==> src/rtl/bcm_scan_ctrl.sv <==
module bcm_scan_ctrl #(
  parameter int PLANES     = 4,
  parameter int ADDR_LINES = 3,
  parameter int CHAIN_W    = 16,
  parameter int TIMER_HZ   = 120000,
  parameter int REFRESH_HZ = 250,
  parameter int MIN_FLOOR  = 6,
  parameter int BASE_W     = 20,
  parameter int SETTLE_US  = 8,
  parameter int CLK_PER_US = 1,
  parameter int FC_W       = 16,
  localparam int PW        = (PLANES > 1) ? $clog2(PLANES) : 1
) (
  input  logic                  clk,
  input  logic                  rst_n,
  output logic                  oe_n,
  output logic                  lat,
  output logic [ADDR_LINES-1:0] row_addr,
  output logic                  load_req,
  output logic [PW-1:0]         load_plane,
  output logic [ADDR_LINES-1:0] load_row,
  output logic                  load_buf,
  input  logic                  load_done,
  input  logic                  swap_req,
  output logic                  swap_pending,
  output logic                  active_buf,
  input  logic                  fc_read,
  output logic [FC_W-1:0]       frame_count
);
  localparam int AW        = ADDR_LINES;
  localparam int ROWS      = 1 << AW;
  localparam int TW        = BASE_W + PLANES;
  localparam int MIN_RAW   = TIMER_HZ / REFRESH_HZ / ROWS / ((1 << PLANES) - 1);
  localparam int MIN_PER   = (MIN_RAW < MIN_FLOOR) ? MIN_FLOOR : MIN_RAW;
  localparam int INIT_BASE = 5 * CHAIN_W;
  localparam int SETTLE    = SETTLE_US * CLK_PER_US;
  localparam int SCW       = $clog2(SETTLE + 1);
  localparam int LIW       = $clog2(AW + 1);
  localparam logic [AW-1:0]     ADDR_RST = AW'(ROWS - 2);
  localparam logic [BASE_W-1:0] MIN_B    = BASE_W'(MIN_PER);

  typedef enum logic [2:0] {S_IDLE, S_LATCH, S_ADDR, S_ADV, S_DISP, S_WAIT} st_t;

  st_t               st;
  logic [PW-1:0]     plane_q;
  logic [AW-1:0]     row_q, addr_q;
  logic [BASE_W-1:0] base_q, meas_q;
  logic [TW-1:0]     tmr_q;
  logic [LIW-1:0]    li_q;
  logic [SCW-1:0]    sc_q;
  logic              req_q, loaded_q, pend_q, buf_q;
  logic [FC_W-1:0]   fc_q;

  wire last_plane = (plane_q == PW'(PLANES - 1));
  wire last_row   = (row_q == AW'(ROWS - 1));
  wire frame_inc  = (st == S_ADV) && last_plane && last_row;
  wire upd        = (PLANES == 1) || (plane_q == PW'(1));

  logic [BASE_W+3:0] acc;
  logic [BASE_W-1:0] filt, base_f, base_sel;
  always_comb begin
    acc      = ({4'd0, base_q} << 3) - {4'd0, base_q} + {4'd0, meas_q};
    filt     = acc[BASE_W+2:3];
    base_f   = (filt < MIN_B) ? MIN_B : filt;
    base_sel = upd ? base_f : base_q;
  end

  always_ff @(posedge clk) begin
    if (!rst_n) begin
      st       <= S_IDLE;
      plane_q  <= PW'(PLANES - 1);
      row_q    <= AW'(ROWS - 1);
      addr_q   <= ADDR_RST;
      base_q   <= BASE_W'(INIT_BASE);
      meas_q   <= '0;
      tmr_q    <= '0;
      li_q     <= '0;
      sc_q     <= '0;
      req_q    <= 1'b0;
      loaded_q <= 1'b1;
      pend_q   <= 1'b0;
      buf_q    <= 1'b0;
      fc_q     <= '0;
    end else begin
      req_q  <= (st == S_ADV);
      if (req_q) loaded_q <= 1'b0;
      else if (load_done) loaded_q <= 1'b1;
      pend_q <= (pend_q && !frame_inc) || swap_req;
      if (frame_inc && pend_q) buf_q <= ~buf_q;
      fc_q   <= fc_read ? FC_W'(frame_inc) : fc_q + FC_W'(frame_inc);
      case (st)
        S_IDLE:  st <= S_LATCH;
        S_LATCH: begin
          li_q <= '0;
          sc_q <= '0;
          st   <= (plane_q == '0) ? S_ADDR : S_ADV;
        end
        S_ADDR: begin
          if (sc_q != '0) sc_q <= sc_q - 1'b1;
          else if (li_q == LIW'(AW)) st <= S_ADV;
          else begin
            if (addr_q[li_q] != row_q[li_q]) begin
              addr_q[li_q] <= row_q[li_q];
              sc_q         <= SCW'(SETTLE);
            end
            li_q <= li_q + 1'b1;
          end
        end
        S_ADV: begin
          base_q  <= base_sel;
          tmr_q   <= TW'(base_sel) << plane_q;
          meas_q  <= '0;
          plane_q <= last_plane ? '0 : plane_q + 1'b1;
          if (last_plane) row_q <= last_row ? '0 : row_q + 1'b1;
          st      <= S_DISP;
        end
        S_DISP: begin
          if (meas_q != '1) meas_q <= meas_q + 1'b1;
          if (tmr_q <= TW'(1)) st <= S_WAIT;
          else tmr_q <= tmr_q - 1'b1;
        end
        S_WAIT: begin
          if (meas_q != '1) meas_q <= meas_q + 1'b1;
          if (loaded_q) st <= S_LATCH;
        end
        default: st <= S_IDLE;
      endcase
    end
  end

  assign oe_n         = (st != S_DISP);
  assign lat          = (st == S_LATCH);
  assign row_addr     = addr_q;
  assign load_req     = req_q;
  assign load_plane   = plane_q;
  assign load_row     = row_q;
  assign load_buf     = buf_q;
  assign swap_pending = pend_q;
  assign active_buf   = buf_q;
  assign frame_count  = fc_q;

  assert_lat_blanked_R2: assert property (@(posedge clk) disable iff (!rst_n)
    lat |-> oe_n);
  assert_load_in_window_R2: assert property (@(posedge clk) disable iff (!rst_n)
    load_req |-> !oe_n);
  assert_addr_blanked_R6: assert property (@(posedge clk) disable iff (!rst_n)
    !$stable(row_addr) |-> oe_n);
  assert_addr_one_line_R6: assert property (@(posedge clk) disable iff (!rst_n)
    $countones(row_addr ^ $past(row_addr)) <= 1);
  assert_addr_settle_R6: assert property (@(posedge clk) disable iff (!rst_n)
    !$stable(row_addr) |=> $stable(row_addr));
  assert_base_floor_R4: assert property (@(posedge clk) disable iff (!rst_n)
    base_q >= MIN_B);
  assert_fc_clear_R8: assert property (@(posedge clk) disable iff (!rst_n)
    fc_read |=> frame_count <= FC_W'(1));
  assert_swap_needs_pending_R9: assert property (@(posedge clk) disable iff (!rst_n)
    !$stable(active_buf) |-> $past(swap_pending));
endmodule

==> config.mk <==
export PLATFORM = sky130hd
export DESIGN_NAME = bcm_scan_ctrl
export DESIGN_NICKNAME = d
export VERILOG_FILES = /design/src/rtl/bcm_scan_ctrl.sv
export SDC_FILE = /design/constraint.sdc
export NUM_CORES = 1
export LEC_CHECK = 0
export ABC_AREA = 0
export BUFFER_PORTS_ARGS = -buffer_cell sky130_fd_sc_hd__clkbuf_2
export CORE_ASPECT_RATIO = 0.7
export CORE_MARGIN = 3
export CORE_UTILIZATION = 51
export DETAILED_ROUTE_END_ITERATION = 8
export PLACE_DENSITY = 0.76
export REMOVE_ABC_BUFFERS = 1
export SLEW_MARGIN = 0
export SYNTH_ARGS = -nofsm -noshare
export SYNTH_HDL_FRONTEND = slang
export SYNTH_SLANG_ARGS = --single-unit
==> constraint.sdc <==
create_clock -name clk -period 4.4 [get_ports clk]
set_input_delay 0.22 -clock clk [delete_from_list [all_inputs] [get_ports clk]]
set_output_delay 0.22 -clock clk [all_outputs]
set_load 0.1 [all_outputs]
==> flow_summary.toml <==
[outcome]
status = "complete, no violations"

[critical_path]
cpPeakStageDelay_ns = 0.53
worstSetupStartpointType = "flip-flop"
crit_slowest_cell = "fa_1"
worst_ep_arrival_time_ns = 4.37
required_ns = 4.64
r2r_setup_slack_ns = 0.27
worstReg2RegEnd = "tmr_q[3]$_SDFFE_PN0P_"
r2r_cells = 13
endpoint_kind = "flip-flop"
cp_top_family = "compound AO/OA/AOI/OAI gates"
crit_fanout = 6
cp_num_buf_inv = 2
critPathKind = "flip-flop to flip-flop"
path_cells = "inv_1 > fa_1 > inv_1 > ha_1 > a21oi_1 > o21ai_1 > a211oi_1 > o21ai_1 > mux2_2 > o211ai_2 > o2111ai_1 > a31oi_1 > o41ai_2"
reg2reg_from = "base_q[2]$_SDFFE_PN0P_"

[global_route]
antenna_found_initial = 0
grt_pass1_vias = 6479
grt-ovfl-total = 0
grt_usage_pct = 24.0
grt_max_degree = 42
grt_pass1_wl_mm = 33.0

[route]
postRouteAntennaNets = 0
dr.pass1.iters = 5
wl_per_cell_um = 16.6
viasPerCell = 6.04
drtIter0Drc = 816
drc = 0
vias = 7283
drt-total-wl_mm = 20.0

[cells_and_area]
seq_area_um2 = 2020
finalNetCount = 1070
drive_gt1_share_pct = 8.87
design_area_um2 = 8230
num-fill-cells = 1326
multi_input_area_um2 = 5090
area_growth_syn_to_layout_pct = 7.52
final_util_pct = 57.7
layoutNonFillerInstCount = 1205
final_common_cell = "nor2_1"
num_antenna_cells = 0
final_cell_mix = "nor2_1, dfxtp_1, nand2_1"

[cts]
post_cts_buffers = 0
cts_buffer_depth = 2
cts_root_buf = "clkbuf_16"
cts_made_buffers = 9
clk_latency_ns = 0.36
cts_max_level = 3
cts_tree = "done"
ctsHoldBuffers = 0
path_clk_slew_ns = 0.08
cts_repair_resize_count = 0
clock-sinks = 101

[min_path]
min_path_type = "input port to flip-flop"
whs_endpoint = "swap_pending$_SDFF_PN0_"
min_path_cells = 3
hold_start = "swap_req"

[synthesis]
ys_seq_area_share_pct = 26.4
ys_async_sr_fraction_pct = 0
synth_top_area_share_pct = 26.4
synth_ff_type = "dfxtp_1"
syn_inst = 1007
ys_top_cells_by_area = "dfxtp_1, ha_1, nor2_1"
ys_warn_count = 0
ys_ff_latch = 101
synth_area_um2 = 7660
synth_cell_types = 85
synth_top_area_cell = "dfxtp_1"
synth_area_per_cell_um2 = 7.61
synth_enable_flop_cells = 0

[placed_design]
gp_congestion = 0.917
place_area_um2 = 7940
io_buffers = 34
hpwl_mm = 14.7
dpl.cell_count = 1189
dp_slack_ns = 0.361

[timing]
fin_crit_sh_pct = 94.0
rsz0062_at_grt = "false"
skew_ns = 0.0107
min_period_ns = 4.13
fmax_mhz = 242
tightest_slew_ns = 0.834
relSlewSlack_pct = 43.9
setup_ws_ns = 0.265
setup_viol = 0
slew_violations = 0
finalHoldViolations = 0
fin_setup_tns_ns = 0

[pwr]
p_per_area_nw_per_um2 = 589
leakagePower_nw = 3.39
vdd_drop_max_mv = 0.347

[die]
core-area_um2 = 14300
fp.dieH_um = 109
io_pins = 35
dieArea_um2 = 16500
start_util_pct = 53.6
die_x_um = 152
num_rows = 36

[flow_run]
cap_violations = 0
Yosys cell counts (5+ instances only):
master,n
inv_1,88
fa_1,17
nand2b_1,9
and3_1,11
a211oi_1,20
buf_1,5
ha_1,38
nor2_1,109
dfxtp_1,101
nor3_1,35
nor4_1,7
a21oi_1,76
o211ai_1,15
clkbuf_1,44
o21ai_0,51
xor2_1,18
nand3_1,35
mux2i_1,36
o21ai_1,7
nand2_1,97
o22ai_1,8
xnor2_1,26
nand4_1,10
a31oi_1,8
mux2_2,7
nor3b_1,8
o31ai_1,5
and2_1,10
or3_1,14
and4_1,7
power breakdown:
group          leakage (nW)  total (mW)  switching [mW]  internal, mW
combinational          2.43        2.90            1.87          1.03
sequential            0.818        1.14           0.127          1.01
clock                 0.142       0.811           0.412         0.399
layout make-up:
class / count / area share (%)
flip-flops and latches: 101 / 24.6
well taps: 190 / 2.89
clock inverters: 7 / 0.805
inverters: 90 / 4.10
repair buffers: 45 / 3.07
clock buffers: 9 / 2.74
multi-input cells: 763 / 61.8
cell families after synthesis:
| logic type | after synthesis | share of synthesized area (%) |
|---|---|---|
| xor+xnor | 44 | 5.03 |
| compound gates | 247 | 21.5 |
| flops | 101 | 26.4 |
| simple gates | 373 | 23.5 |
| fa+ha+maj | 55 | 10.7 |
| mux | 44 | 5.88 |
| buf+inv | 143 | 7.11 |
flip-flops by register name, summed over array words and instances, names as in the netlist:
register      flops
swap_pending      1
frame_count      16
base_q           20
meas_q           20
load_row          3
tmr_q            24
row_addr          3
sc_q              4
load_req          1
li_q              2
loaded_q          1
load_plane        2
active_buf        1
st                3
metrics by stage:
| step | total power [mW] | hold WS [ns] |
|---|---|---|
| floorplan | 3.33 | 0.282 |
| global placement | 3.90 | 0.436 |
| detailed placement | 3.95 | 0.435 |
| CTS | 4.78 | 0.0713 |
| global route | 5.19 | 0.0921 |
| finish | 4.85 | 0.0710 |
layer usage:
metal,routed length [um],share of wire [%],track usage (%)
met2,8020,40,33.7
met5,0,0,0
met3,1770,8.8,4.88
met4,323,1.6,5.53
met1,9900,49,37.3
worst register-to-register path, delay by kind of cell (launching register included):
| family | cells | cell delay [ns] |
|---|---|---|
| buf+inv | 2 | 0.13 |
| flops | 1 | 0.35 |
| compound gates | 8 | 2.29 |
| mux | 1 | 0.32 |
| fa+ha+maj | 2 | 0.91 |
worst max-delay path by stage:
| stage | start | end | slack [ns] | cells after the start |
|---|---|---|---|---|
| finish | base_q[2]$_SDFFE_PN0P_ | tmr_q[3]$_SDFFE_PN0P_ | 0.27 | 13 |
| global route | base_q[5]$_SDFFE_PN0P_ | tmr_q[1]$_SDFFE_PN0P_ | 0.08 | 14 |
| CTS | base_q[5]$_SDFFE_PN0P_ | tmr_q[1]$_SDFFE_PN0P_ | 0.34 | 14 |
| detailed placement | base_q[5]$_SDFFE_PN0P_ | tmr_q[1]$_SDFFE_PN0P_ | 0.36 | 14 |
| global placement | base_q[5]$_SDFFE_PN0P_ | tmr_q[1]$_SDFFE_PN0P_ | 0.46 | 14 |
| floorplan | load_plane[1]$_SDFFE_PN1P_ | tmr_q[6]$_SDFFE_PN0P_ | 0.33 | 9 |
No activity file was read; power rests on OpenSTA's default activity.
